**config.mk**
```make
export PLATFORM = sky130hd
export DESIGN_NAME = nrzi_unstuff
export DESIGN_NICKNAME = d
export VERILOG_FILES = /design/src/rtl/nrzi_pkg.sv /design/src/rtl/nrzi_level_track.sv /design/src/rtl/nrzi_run_track.sv /design/src/rtl/nrzi_out_stage.sv /design/src/rtl/nrzi_unstuff.sv
export SDC_FILE = /design/constraint.sdc
export NUM_CORES = 1
export LEC_CHECK = 0
export CAP_MARGIN = 5
export CORE_AREA = 2 2 39 41
export CTS_BUF_LIST = sky130_fd_sc_hd__clkbuf_4 sky130_fd_sc_hd__clkbuf_8 sky130_fd_sc_hd__clkbuf_16
export CTS_CLUSTER_DIAMETER = 50
export DETAILED_ROUTE_END_ITERATION = 12
export DIE_AREA = 0 0 41 43
export PLACE_DENSITY = 0.49
export SYNTH_ARGS = -nofsm -noshare
export SYNTH_HDL_FRONTEND = slang
export SYNTH_SLANG_ARGS = --single-unit
```
**constraint.sdc**
```tcl
create_clock -name clk -period 1.35 [get_ports clk]
set_input_delay 0.2025 -clock clk [delete_from_list [all_inputs] [get_ports clk]]
set_output_delay 0.2025 -clock clk [all_outputs]
set_load 0.005 [all_outputs]
```
**src/rtl/nrzi_pkg.sv**
```systemverilog
package nrzi_pkg;
  // classification of one strobed line sample after decode
  typedef enum logic [1:0] {
    SYM_NONE  = 2'd0,  // no strobe, or priming sample
    SYM_DATA  = 2'd1,  // payload bit, forwarded
    SYM_STUFF = 2'd2,  // forced one, dropped
    SYM_ERR   = 2'd3   // forced one missing
  } sym_kind_e;
endpackage

```
**src/rtl/nrzi_level_track.sv**
```systemverilog
module nrzi_level_track (
  input  logic clk,
  input  logic rst,
  input  logic smp_vld,
  input  logic smp_lvl,
  output logic edge_vld,
  output logic edge_bit
);
  logic prev_lvl;
  logic primed;

  always_ff @(posedge clk) begin
    if (rst) begin
      prev_lvl <= 1'b0;
      primed   <= 1'b0;
    end else if (smp_vld) begin
      prev_lvl <= smp_lvl;
      primed   <= 1'b1;
    end
  end

  // transition between strobed samples decodes as one
  always_comb begin
    edge_vld = smp_vld & primed;
    edge_bit = smp_lvl ^ prev_lvl;
  end
endmodule

```
**src/rtl/nrzi_run_track.sv**
```systemverilog
module nrzi_run_track
  import nrzi_pkg::*;
#(
  parameter int RUN_LEN = 6
) (
  input  logic      clk,
  input  logic      rst,
  input  logic      edge_vld,
  input  logic      edge_bit,
  output sym_kind_e kind
);
  localparam int RUN_W = $clog2(RUN_LEN + 1);

  logic [RUN_W-1:0] run_cnt;
  logic             at_limit;

  assign at_limit = (run_cnt == RUN_W'(RUN_LEN));

  always_comb begin
    if (!edge_vld)     kind = SYM_NONE;
    else if (at_limit) kind = edge_bit ? SYM_STUFF : SYM_ERR;
    else               kind = SYM_DATA;
  end

  always_ff @(posedge clk) begin
    if (rst) begin
      run_cnt <= '0;
    end else if (edge_vld) begin
      if (at_limit || edge_bit) run_cnt <= '0;
      else                      run_cnt <= run_cnt + RUN_W'(1);
    end
  end
endmodule

```
**src/rtl/nrzi_out_stage.sv**
```systemverilog
module nrzi_out_stage
  import nrzi_pkg::*;
(
  input  logic      clk,
  input  logic      rst,
  input  sym_kind_e kind,
  input  logic      edge_bit,
  output logic      out_vld,
  output logic      out_bit,
  output logic      stuff_err
);
  always_ff @(posedge clk) begin
    if (rst) begin
      out_vld   <= 1'b0;
      out_bit   <= 1'b0;
      stuff_err <= 1'b0;
    end else begin
      out_vld   <= (kind == SYM_DATA);
      stuff_err <= (kind == SYM_ERR);
      if (kind == SYM_DATA) out_bit <= edge_bit;
    end
  end
endmodule

```
**src/rtl/nrzi_unstuff.sv**
```systemverilog
module nrzi_unstuff
  import nrzi_pkg::*;
#(
  parameter int RUN_LEN = 6
) (
  input  logic clk,
  input  logic rst,
  input  logic smp_vld,
  input  logic smp_lvl,
  output logic out_vld,
  output logic out_bit,
  output logic stuff_err
);
  logic      edge_vld;
  logic      edge_bit;
  sym_kind_e kind;

  nrzi_level_track u_level (
    .clk      (clk),
    .rst      (rst),
    .smp_vld  (smp_vld),
    .smp_lvl  (smp_lvl),
    .edge_vld (edge_vld),
    .edge_bit (edge_bit)
  );

  nrzi_run_track #(.RUN_LEN(RUN_LEN)) u_run (
    .clk      (clk),
    .rst      (rst),
    .edge_vld (edge_vld),
    .edge_bit (edge_bit),
    .kind     (kind)
  );

  nrzi_out_stage u_out (
    .clk       (clk),
    .rst       (rst),
    .kind      (kind),
    .edge_bit  (edge_bit),
    .out_vld   (out_vld),
    .out_bit   (out_bit),
    .stuff_err (stuff_err)
  );
endmodule

```
# == Word-level counts from Yosys, hierarchy flattened ==
# Index checks and enable logic that the tools add are counted.
# op_classes
bitwise,2
mux,4
n_eq_ne,3
addsub,1
n_reduce_logical,1
# op_table
op,n
$mux W2,2
$add A3 B1 Y3 const B,1
$eq A3 B3 Y1 const B,1
$mux W3,1
$eq A2 B1 Y1 const B,1
$eq A2 B2 Y1 const B,1
$and A1 B1 Y1,1
$logic_or A1 B1 Y1,1
$mux W1,1
$xor A1 B1 Y1,1
# word_totals
elab_cells,17
reg_bits,8
out_inout_bits,3
inputBits,4

# == Depth between registers and ports, before layout ==
# depth
ltp_word,5
depth_mapped,5
depth_no_buf,5

# == Cells and area by module ==
# Synthesis repeated with hierarchy kept, for this count alone.
# unflattened
cells_unflattened,37
area_unflattened_um2,352.8
# modules_own_cells
module,cells_per_inst,instances,seq_area_each_um2,area_each_um2
nrzi_run_track,20,1,60.1,170.2
nrzi_out_stage,9,1,60.1,105.1
nrzi_level_track,8,1,40.0,77.6

# == Worst setup path after synthesis ==
# OpenSTA, ideal clock, no wires.
# synth_timing
path_type,reg2reg
start,reg u_run.run_cnt[0]
end,reg u_out.out_bit
period_less_slack_ns,1.112
setup_ns,0.091
required_time_ns,1.259
arrival_time_ns,1.021
slack_ns,0.238
path_buffers,0
stages_incl_launch_ff,6
cell_sequence,dfxtp_1 > inv_1 > ha_1 > nand2_1 > a21oi_2 > a311oi_1
# synth_via
elab_chain_cells,4
# synth_rtl
item,line_no,rtl
start: declaration,nrzi_run_track.sv:14,logic [RUN_W-1:0] run_cnt;
start signal: assignment,nrzi_run_track.sv:30,else run_cnt <= run_cnt + RUN_W'(1);
$eq A3 B3 Y1,nrzi_run_track.sv:17,assign at_limit = (run_cnt == RUN_W'(RUN_LEN));
$mux W2,nrzi_run_track.sv:21,else if (at_limit) kind = edge_bit ? SYM_STUFF : SYM_ERR;
$mux W2,nrzi_run_track.sv:20,if (!edge_vld) kind = SYM_NONE;
$eq A2 B1 Y1,nrzi_out_stage.sv:20,if (kind == SYM_DATA) out_bit <= edge_bit;
end signal: assignment,nrzi_out_stage.sv:20,
end: declaration,nrzi_out_stage.sv:9,"output logic out_bit,"
# No other way between the ends.
# A chain may end at the register's enable or synchronous reset.

# == Worst setup path after layout ==
# layout_timing
start,reg u_out.stuff_err
end,out stuff_err
# layout_lines
item,line_no,rtl
start: declaration,nrzi_out_stage.sv:10,output logic stuff_err
start signal: assignment,nrzi_out_stage.sv:19,stuff_err <= (kind == SYM_ERR);
end: declaration,nrzi_unstuff.sv:12,output logic stuff_err
# No word-level cell between the ends.

==> results.yml <==
sta:
  maxSlewHeadroom_pct: 82.1
  final.setup.tns_ps: 0
  timing.final.setup_violations: 0
  timing_worst_slew_pin_value_ps: 267
  min_period_over_period_pct: 91.8
  final_critical_path_setup_slack_ps: 111
  timing.fmax_mhz: 807
  finalHoldWorstSlack_ps: 496
  slew_viol_final: 0
  timing.final.hold_violations: 0
  skew_ps: 10.1
  setup_repair_after_global_routing_missed_its_margin: "false"
  finalWorstPathRequiredPeriod_ps: 1240
yosys:
  ys.warnings.count: 0
  yosysTopAreaCellShare_pct: 44.3
  synth-main-ff-cell: "dfxtp_1"
  cell_types_with_the_highest_counts_after_synthesis: "dfxtp_1 (8), nand2_1 (4), nor2_1 (4)"
  async_flop_share_pct: 0
  synth_top_area_cell: "dfxtp_1"
  yosys_cell_types: 19
  total_of_flip_flops_plus_latches_after_synthesis: 8
  synth.yosys.seq_area_share_pct: 44.3
  synthesis.area_um2: 362
  synth_nets: 42
  synth_edf_count: 0
  main_area_contributors_after_synthesis: "dfxtp_1 (44%), ha_1 (6.9%), o31ai_2 (6.9%)"
  syn_area_per_cell_um2: 10.0
  post_synthesis_cell_count: 36
  synth.most_common_cell: "dfxtp_1"
pwr:
  switchingPower_uw: 117
  vdd_drop_max_uv: 514
  clockPowerShare_pct: 37.3
  cellPowerDensity_mw_per_mm2: 1040
  share_comb_of_total_power_pct: 11.9
  sequential_share_of_power_pct: 50.9
  power.internal_uw: 378
  cellLeakagePower_uw: 0.000208
  net_sw_share_pct: 23.6
cells_and_area:
  num_antenna_cells: 0
  final_cell_area_um2: 477
  final-seq-area_um2: 160
  area_delta_synth_final_pct: 31.8
  drive_above_1_share_pct: 26.1
  multiInputGateArea_um2: 189
  n_fill_cell: 139
  finish.cell_count_without_fillers: 62
  final_net_count: 54
floorplan:
  chipWidth_um: 41
  die_area_mm2: 0.00176
  io-pin-count: 7
  rows: 14
  core_area_mm2: 0.00138
  initial_core_utilization_pct: 26.1
  vertical_die_dimension_um: 43
detailed_routing:
  drt-vias-per-instance: 4.97
  postRouteAntennaNets: 0
  wirelength_um: 677
  via_count: 308
  drt-pass1-iter-count: 4
  avgRoutedWirePerCell_um: 10.9
  drt-initial-drc-count: 4
  remaining_drc_errors: 0
grt:
  global_route_overflow: 0
  global_route_wire_length_before_repair_um: 1190
  global_route.usage.total_pct: 10.7
  first_global_vias: 293
  antenna_found_initial: 0
  largest_net_degree_at_the_start_of_global_routing: 7
setup_path:
  critical_path.top_delay_family: "buffers and inverters"
  timing.reg2reg.worst_path_depth: 5
  worst-endpoint-arrival_ps: 1040
  path_buf_inv: 1
  cp-end-kind: "output port"
  setup.worst_path.end: "stuff_err"
  timing.critical_path.required_ps: 1150
  worst-setup-path-type: "register to output port"
  timing.critical_path.from_type: "register"
  rrSetupSlack_ps: 120
  worstSetupStartpoint: "u_out.stuff_err"
  crit_fanout: 1
  cp.depth: 1
  cp_cell_sequence: "clkdlybuf4s50_1"
  critical-path-max-stage-delay_ps: 490
  crit-reg2reg-capture: "u_out.out_bit"
  worst_r2r_startpoint: "u_run.run_cnt[0]"
  crit_slowest_cell: "clkdlybuf4s50_1"
run_status:
  outcome: "finished clean"
clock_network:
  cts_hold_repair.buffers: 0
  cts_max_path_buffers: 2
  cts_max_level: 1
  cts_made_buffers: 3
  cts_root_buffer: "clkbuf_4"
  clock_sinks: 8
  cts_tree: "built"
  path_clk_slew_ps: 60
  worstSkewPairLatency_ps: 260
place:
  post-dp-hpwl_um: 520
  gp_congestion: 0.758
  io_buffer_count: 6
  place_inst: 59
  post-place-ws_ps: -12.9
  detailed_place.area_um2: 452
min_path:
  hp-class: "register to register"
flow_run:
  drv_cap: 0
-- flip-flops by register name, summed over array words and instances, names as in the netlist --
signal            flops
u_out.out_vld         1
u_out.out_bit         1
u_out.stuff_err       1
u_level.prev_lvl      1
u_run.run_cnt         3
u_level.primed        1
-- layout make-up --
type | instances | share of cell area, %
well taps | 16 | 4.20
flip-flops and latches | 8 | 33.6
multi-input cells | 25 | 39.6
clock buffers | 3 | 4.72
repair buffers | 8 | 16.3
inverters | 2 | 1.57
-- stage by stage --
step	utilization (%)	total power (µW)
2_1_floorplan	-	289
3_3_place_gp	32.6	314
3_5_place_dp	32.6	316
4_1_cts	34.3	503
5_1_grt	34.4	525
6_report	34.4	495
-- cell families (layout without fill, tap and decap cells) --
family,after synthesis,after routing,synth area share (%)
AOI/OAI and AO/OA,5,5,14.2
DFF,8,8,44.3
buffers and inverters,3,13,3.46
adders and majority gates,2,2,6.92
xor gates and xnor gates,1,1,4.50
and+or+nand+nor,16,16,23.9
muxes,1,1,2.77
-- power by group through the flow --
stage	Sequential (µW)	Combinational (µW)	Clock, µW
after floorplan	256	33.2	0
after global placement	256	57.5	0
after detailed placement	257	59.4	0
after CTS	252	59.4	192
after global routing	253	64.7	208
final	252	58.7	185
-- layout by cell type (no fill, tap or decap) --
cell type / n
nor3_1: 1
dfxtp_1: 8
dlymetal6s2s_1: 1
ha_1: 2
mux2i_1: 1
xnor2_2: 1
buf_4: 2
inv_1: 2
nor2_1: 4
o31ai_2: 2
and3_2: 1
a21oi_2: 1
nand3_1: 2
clkbuf_4: 3
clkdlybuf4s50_1: 5
a311oi_1: 1
a32oi_1: 1
nor4b_1: 1
and2_4: 1
nand4_1: 1
nand3_2: 1
nand2_1: 4
-- how the worst min path moves through the flow --
stage / startpoint / endpoint / slack (ps) / cells past startpoint
after global placement: u_level.primed / u_level.primed / 470 / 2
after detailed placement: u_level.primed / u_level.primed / 480 / 2
after CTS: u_level.primed / u_level.primed / 500 / 2
after global routing: u_out.out_bit / u_out.out_bit / 530 / 2
final: u_level.primed / u_level.primed / 500 / 2
after floorplan: smp_vld / u_level.primed / 320 / 2
-- metal layers --
metal	routed length (µm)	global-route usage, %	part of all wire [%]
met5	0	0	0
met4	24	8.00	3.5
met3	55	6.28	8.1
met2	326	14.7	48
met1	271	11.3	40
-- timing repair --
item	CTS	global route
setup buffers	0	0
setup endpoints to repair	0	1
gates resized for setup	0	1
hold endpoints to repair	0	0
Power figures use the tool's default switching activity.
